[config.mk]
export PLATFORM = sky130hd
export DESIGN_NAME = tone22_gate
export DESIGN_NICKNAME = d
export VERILOG_FILES = /design/src/rtl/tone22_pkg.sv /design/src/rtl/tone_half_timer.sv /design/src/rtl/tone_gate_fsm.sv /design/src/rtl/edge_sync.sv /design/src/rtl/tone_detector.sv /design/src/rtl/tone22_gate.sv
export SDC_FILE = /design/constraint.sdc
export NUM_CORES = 1
export LEC_CHECK = 0
export BUFFER_PORTS_ARGS = -buffer_cell sky130_fd_sc_hd__buf_2
export CORE_MARGIN = 10
export CORE_UTILIZATION = 50
export CTS_BUF_LIST = sky130_fd_sc_hd__clkbuf_4
export DETAILED_ROUTE_END_ITERATION = 6
export GPL_TIMING_DRIVEN = 1
export PLACE_DENSITY = 0.72
export SLEW_MARGIN = 15
export SYNTH_ARGS = -nofsm -noshare
export SYNTH_HDL_FRONTEND = slang
export SYNTH_HIERARCHICAL = 1
export SYNTH_SLANG_ARGS = --single-unit
[constraint.sdc]
create_clock -name clk -period 2 [get_ports clk]
set_input_delay 0.2 -clock clk [delete_from_list [all_inputs] [get_ports clk]]
set_output_delay 0.2 -clock clk [all_outputs]
set_load 0.005 [all_outputs]
[src/rtl/tone22_pkg.sv]
package tone22_pkg;

    // Half-period length in clock cycles, rounded to nearest
    function automatic int half_cycles(input int clk_hz, input int tone_hz);
        return (clk_hz + tone_hz) / (2 * tone_hz);
    endfunction

    // Full nominal period in cycles, rounded to nearest
    function automatic int period_cycles(input int clk_hz, input int tone_hz);
        return (clk_hz + tone_hz / 2) / tone_hz;
    endfunction

    function automatic int ceil_div(input int num, input int den);
        return (num + den - 1) / den;
    endfunction

    typedef enum logic [1:0] {
        GATE_IDLE = 2'd0,
        GATE_HIGH = 2'd1,
        GATE_LOW  = 2'd2
    } gate_state_e;

    // One receive-side observation per cycle
    typedef struct packed {
        logic hit;       // rising edge seen this cycle
        logic in_win;    // elapsed gap lies inside the accepted window
        logic at_limit;  // gap counter saturated (silence)
    } meas_t;

endpackage

[src/rtl/tone_half_timer.sv]
module tone_half_timer #(
    parameter int HALF = 1136,
    localparam int CW  = $clog2(HALF + 1)
) (
    input  logic          clk,
    input  logic          rst,
    input  logic          clr_i,
    output logic [CW-1:0] cnt_o,
    output logic          done_o
);
    logic [CW-1:0] cnt_q;

    assign done_o = (cnt_q == CW'(HALF - 1));
    assign cnt_o  = cnt_q;

    always_ff @(posedge clk) begin
        if (rst || clr_i || done_o) cnt_q <= '0;
        else                        cnt_q <= cnt_q + 1'b1;
    end


    cnt_range_chk: assert property (@(posedge clk) disable iff (rst)
        cnt_q < CW'(HALF))
        else $error("half timer out of range");
endmodule

[src/rtl/tone_gate_fsm.sv]
module tone_gate_fsm
    import tone22_pkg::*;
#(
    parameter int HALF = 1136,
    localparam int CW  = $clog2(HALF + 1)
) (
    input  logic          clk,
    input  logic          rst,
    input  logic          en_i,
    input  logic          force_i,
    input  logic          key_i,
    input  logic [CW-1:0] t_cnt_i,
    input  logic          t_done_i,
    output logic          t_clr_o,
    output logic          tone_o
);
    gate_state_e state_q, state_d;
    logic        req;

    assign req     = force_i | key_i;
    assign t_clr_o = (state_q == GATE_IDLE);
    assign tone_o  = (state_q == GATE_HIGH);

    always_comb begin
        state_d = state_q;
        if (!en_i) begin
            state_d = GATE_IDLE;
        end else begin
            unique case (state_q)
                GATE_IDLE: if (req) state_d = GATE_HIGH;
                GATE_HIGH: if (t_done_i) state_d = req ? GATE_LOW : GATE_IDLE;
                GATE_LOW: begin
                    if (!req)          state_d = GATE_IDLE;
                    else if (t_done_i) state_d = GATE_HIGH;
                end
                default:   state_d = GATE_IDLE;
            endcase
        end
    end

    always_ff @(posedge clk) begin
        if (rst) state_q <= GATE_IDLE;
        else     state_q <= state_d;
    end


    en_off_chk: assert property (@(posedge clk) disable iff (rst)
        !en_i |=> !tone_o)
        else $error("tone active while disabled");


    gate_start_chk: assert property (@(posedge clk) disable iff (rst)
        (state_q == GATE_IDLE && en_i && (force_i || key_i)) |=> tone_o)
        else $error("tone did not start on request");


    half_len_chk: assert property (@(posedge clk) disable iff (rst)
        ($fell(tone_o) && $past(en_i)) |-> ($past(t_cnt_i) == CW'(HALF - 1)))
        else $error("high half cut short");
endmodule

[src/rtl/edge_sync.sv]
module edge_sync #(
    parameter int STAGES = 2
) (
    input  logic clk,
    input  logic rst,
    input  logic d_i,
    output logic rise_o
);
    logic [STAGES-1:0] pipe_q;
    logic              last_q;

    always_ff @(posedge clk) begin
        if (rst) begin
            pipe_q <= '0;
            last_q <= 1'b0;
        end else begin
            pipe_q[0] <= d_i;
            for (int i = 1; i < STAGES; i++) pipe_q[i] <= pipe_q[i-1];
            last_q <= pipe_q[STAGES-1];
        end
    end

    assign rise_o = pipe_q[STAGES-1] & ~last_q;
endmodule

[src/rtl/tone_detector.sv]
module tone_detector
    import tone22_pkg::*;
#(
    parameter int MIN_P    = 2084,
    parameter int MAX_P    = 2777,
    parameter int TIMEOUT  = 4546,
    parameter int RUN_NEED = 2,
    localparam int CW      = $clog2(TIMEOUT + 1),
    localparam int RW      = $clog2(RUN_NEED + 1)
) (
    input  logic clk,
    input  logic rst,
    input  logic rise_i,
    output logic present_o
);
    logic [CW-1:0] gap_q;
    logic [RW-1:0] run_q;
    logic          present_q;
    meas_t         m;

    always_comb begin
        m.hit      = rise_i;
        m.in_win   = (gap_q >= CW'(MIN_P)) && (gap_q <= CW'(MAX_P));
        m.at_limit = (gap_q == CW'(TIMEOUT));
    end

    // Gap counter: cycles since the last rising edge, saturating
    always_ff @(posedge clk) begin
        if (rst)              gap_q <= CW'(TIMEOUT);
        else if (m.hit)       gap_q <= CW'(1);
        else if (!m.at_limit) gap_q <= gap_q + 1'b1;
    end

    // Run of consecutive good periods and the presence decision
    always_ff @(posedge clk) begin
        if (rst) begin
            run_q     <= '0;
            present_q <= 1'b0;
        end else if (m.hit) begin
            if (m.in_win) begin
                if (run_q == RW'(RUN_NEED - 1)) present_q <= 1'b1;
                else                            run_q     <= run_q + 1'b1;
            end else begin
                run_q     <= '0;
                present_q <= 1'b0;
            end
        end else if (m.at_limit) begin
            run_q     <= '0;
            present_q <= 1'b0;
        end
    end

    assign present_o = present_q;


    presence_rise_chk: assert property (@(posedge clk) disable iff (rst)
        $rose(present_q) |-> $past(rise_i && m.in_win))
        else $error("presence without a good period");


    bad_edge_chk: assert property (@(posedge clk) disable iff (rst)
        (rise_i && !m.in_win) |=> !present_q)
        else $error("presence held after bad period");


    timeout_chk: assert property (@(posedge clk) disable iff (rst)
        (m.at_limit && !rise_i) |=> !present_q)
        else $error("presence held through silence");
endmodule

[src/rtl/tone22_gate.sv]
module tone22_gate
    import tone22_pkg::*;
#(
    parameter int CLK_HZ         = 50_000_000,
    parameter int TONE_HZ        = 22_000,
    parameter int DET_LO_HZ      = 18_000,
    parameter int DET_HI_HZ      = 24_000,
    parameter int SYNC_STAGES    = 2,
    parameter int RUN_NEED       = 2,
    parameter int ABSENT_PERIODS = 2
) (
    input  logic clk,
    input  logic rst,
    input  logic en_i,
    input  logic tone_force_i,
    input  logic key_i,
    input  logic det_in_i,
    output logic tone_o,
    output logic det_n_o
);
    localparam int HALF    = half_cycles(CLK_HZ, TONE_HZ);
    localparam int NOM_P   = period_cycles(CLK_HZ, TONE_HZ);
    localparam int MIN_P   = ceil_div(CLK_HZ, DET_HI_HZ);
    localparam int MAX_P   = CLK_HZ / DET_LO_HZ;
    localparam int TIMEOUT = NOM_P * ABSENT_PERIODS;
    localparam int HCW     = $clog2(HALF + 1);

    logic [HCW-1:0] t_cnt;
    logic           t_done;
    logic           t_clr;
    logic           rise;
    logic           present;

    tone_half_timer #(.HALF(HALF)) u_timer (
        .clk    (clk),
        .rst    (rst),
        .clr_i  (t_clr),
        .cnt_o  (t_cnt),
        .done_o (t_done)
    );

    tone_gate_fsm #(.HALF(HALF)) u_gate (
        .clk      (clk),
        .rst      (rst),
        .en_i     (en_i),
        .force_i  (tone_force_i),
        .key_i    (key_i),
        .t_cnt_i  (t_cnt),
        .t_done_i (t_done),
        .t_clr_o  (t_clr),
        .tone_o   (tone_o)
    );

    edge_sync #(.STAGES(SYNC_STAGES)) u_sync (
        .clk    (clk),
        .rst    (rst),
        .d_i    (det_in_i),
        .rise_o (rise)
    );

    tone_detector #(
        .MIN_P    (MIN_P),
        .MAX_P    (MAX_P),
        .TIMEOUT  (TIMEOUT),
        .RUN_NEED (RUN_NEED)
    ) u_det (
        .clk       (clk),
        .rst       (rst),
        .rise_i    (rise),
        .present_o (present)
    );

    assign det_n_o = ~present;


    reset_out_chk: assert property (@(posedge clk)
        $past(rst) |-> (!tone_o && det_n_o))
        else $error("outputs not at reset value");
endmodule

==> results.toml <==
[synthesis]
yosys.area_share.simple = 0.303
synth_area_per_cell_um2 = 9.09
synthXorXnorAreaFrac = 0.0602
synth_area_um2 = 1750
synth_flop_cell = "dfxtp_1"
ys_ff_latch = 32
yosys.area.top_type = "dfxtp_1"
synth_cell_type_count = 55
synth_cells = 192
syn-num-nets = 204
async_flop_share = 0
synth_edf_count = 0
synth_top_family_by_area = "simple AND/OR/NAND/NOR gates"
synth_compound_area_frac = 0.177
ys_warn_count = 6
synthMuxAreaShare = 0.00573
yosys.area_share.adder = 0.0430
yosysSeqAreaShare = 0.367
synth_area_leaders = "dfxtp_1 (37%), nor2_1 (4.5%), ha_1 (4.3%)"
synth_top_area_share = 0.367

[run]
drv_cap = 0

[sta]
period_share = 0.928
clock_skew_ns = 0.00776
slew-limit-headroom = 0.742
grt_setup_unrepaired = "no"
setup_ws_ns = 0.143
worst_pin_slew_ns = 0.387
setup_viol = 0
fmax_ghz = 0.539
finalHoldViolCount = 0
setup_tns_ns = 0
timing.final.crit_period_ns = 1.86
slew_violations = 0
holdWs_ns = 0.0989

[die]
start_util = 0.519
dieArea_um2 = 6250
die_w_um = 79.1
boundaryPins = 8
die_h_um = 79.1
fp.coreArea_um2 = 3360
num_rows = 21

[critical_path]
cp.required_ns = 2.20
crit_slowest_cell = "dfxtp_1"
path_buf_inv = 1
crit_family = "compound AO/OA/AOI/OAI gates"
setup.worst_path.end_class = "flip-flop"
critPathMaxFanout = 7
crit_type = "reg -> reg"
crit_arrival_ns = 2.06
cp_cell_sequence = "inv_1 > ha_1 > o2bb2ai_1 > a211oi_1 > a21oi_1 > a21oi_1 > o21ai_0"
r2r-start = "u_det/gap_q[1]"
slowest_delay_ns = 0.45
startpoint_type = "flip-flop"
startpoint = "u_det/gap_q[1]"
crit_top_cell = "a21oi_1"

[clock_network]
cts_buffers = 5
clockRootBuffer = "clkbuf_4"
clk_latency_ns = 0.32
cts.sinks = 32
cts_tree = "yes"
clkTransAtPathRegs_ns = 0.10
cts_buffer_depth = 2
post_cts_buffers = 0
ctsHtreeMaxLevel = 2
hold_buffers = 0

[route]
firstDrtPassIters = 4
wire_per_inst_um = 13.9
drt_iter0_markers = 77
via_per_inst = 5.55
vias = 1370
wirelength_um = 3440
drc_errors = 0
ant_nets = 0

[finish]
finalInstanceArea_um2 = 1860
final_cell_mix = "dfxtp_1 (32), nor2_1 (21), a21oi_1 (11), nand3_1 (11), nand2_1 (10)"
mostFrequentLayoutCell = "dfxtp_1"
area_delta_synth_final_pct = 6.59
drive_gt1_frac = 0.179
fin_nets = 213
fin_util = 0.553
nFillCells = 331
antenna_cells = 0
final_cells = 247

[global_routing]
grt_pass1_wl_um = 5910
antenna_found_initial = 0
grt_overflow_total = 0
grt_max_degree = 20
grt_use_total = 0.114
grt_pass1_vias = 1392

[min_path]
min_from = "det_in_i"
hold_class = "in -> reg"

[power]
fin_total_pwr_mw = 1.32
p_leak_nw = 0.664
powerDensity_nw_per_um2 = 712
vdd_drop_max_uv = 372

[place]
port_buffers = 7
place_worst_setup_slack_ns = 0.0839
placed_cells = 240
dpl_cell_area_um2 = 1810
globalplace.congestion = 0.836
hpwl_um = 2580

[outcome]
status = "finished clean"
[metal layers]
metal / wire length (µm) / up-vias / GRT usage
met2: 1640 / 28 / 0.192
li1: - / 705 / -
met5: 0 / - / 0
met1: 1650 / 635 / 0.137
met4: 16 / 0 / 0.0376
met3: 130 / 2 / 0.0293
[logic make-up after synthesis]
family | Yosys count
simple gates | 86
buf+inv | 16
fa+ha+maj | 6
xor+xnor | 12
flops | 32
mux | 1
compound gates | 39
[path summary, 6_finish.rpt]
check / slack [ns] / depth (start not counted) / endpoint
hold reg to reg: 0.46 / 1 / u_sync/pipe_q[1]
setup / recovery: 0.14 / 7 / u_det/run_q[0]
hold / removal: 0.1 / 2 / u_sync/pipe_q[0]
setup reg to reg: 0.14 / 7 / u_det/run_q[0]
[worst register-to-register path: stages (launching register included)]
cell and delay (ns):
dfxtp_1 0.45, inv_1 0.11, ha_1 0.20, o2bb2ai_1 0.12, a211oi_1 0.33, a21oi_1 0.16, a21oi_1 0.24, o21ai_0 0.12
[area by class of cell]
cell class / instances / area [µm²] / area share
Clock buffer: 5 / 37.5 / 0.0202
Tap cell: 46 / 57.6 / 0.0309
Timing Repair Buffer: 9 / 50.0 / 0.0269
Clock inverter: 2 / 7.51 / 0.00403
Inverter: 9 / 33.8 / 0.0182
Sequential cell: 32 / 641 / 0.344
Multi-Input combinational cell: 144 / 1030 / 0.555
[flip-flops by register name (all words and copies together) (netlist names)]
name	cells
u_gate/state_q	2
u_timer/cnt_o	11
u_det/run_q	2
u_sync/pipe_q	2
u_det/gap_q	13
u_sync/last_q	1
u_det/present_o	1
[where the power goes]
group	switching, mW	leakage [nW]	total (mW)	internal (mW)
sequential	0.0601	0.260	0.733	0.673
combinational	0.148	0.378	0.263	0.115
clock	0.206	0.0261	0.328	0.123
total	0.414	0.664	1.32	0.911
[cell usage after synthesis (all sizes together), types with 4 or more instances]
library cell  count
nand4             5
or3               4
nand3            11
nor2b             6
dfxtp            32
nand2            10
buf               5
xnor2             6
and4              4
ha                6
nor3              7
inv               9
nor2             21
o21bai            5
xor2              6
a21oi            11
o21ai             5
[repair_timing]
| item | CTS | global route |
|---|---|---|
| hold endpoints to repair | 0 | 0 |
| gates resized for setup | 0 | 2 |
| endpoints found under the setup margin | 0 | 1 |
Power figures use the tool's default switching activity.
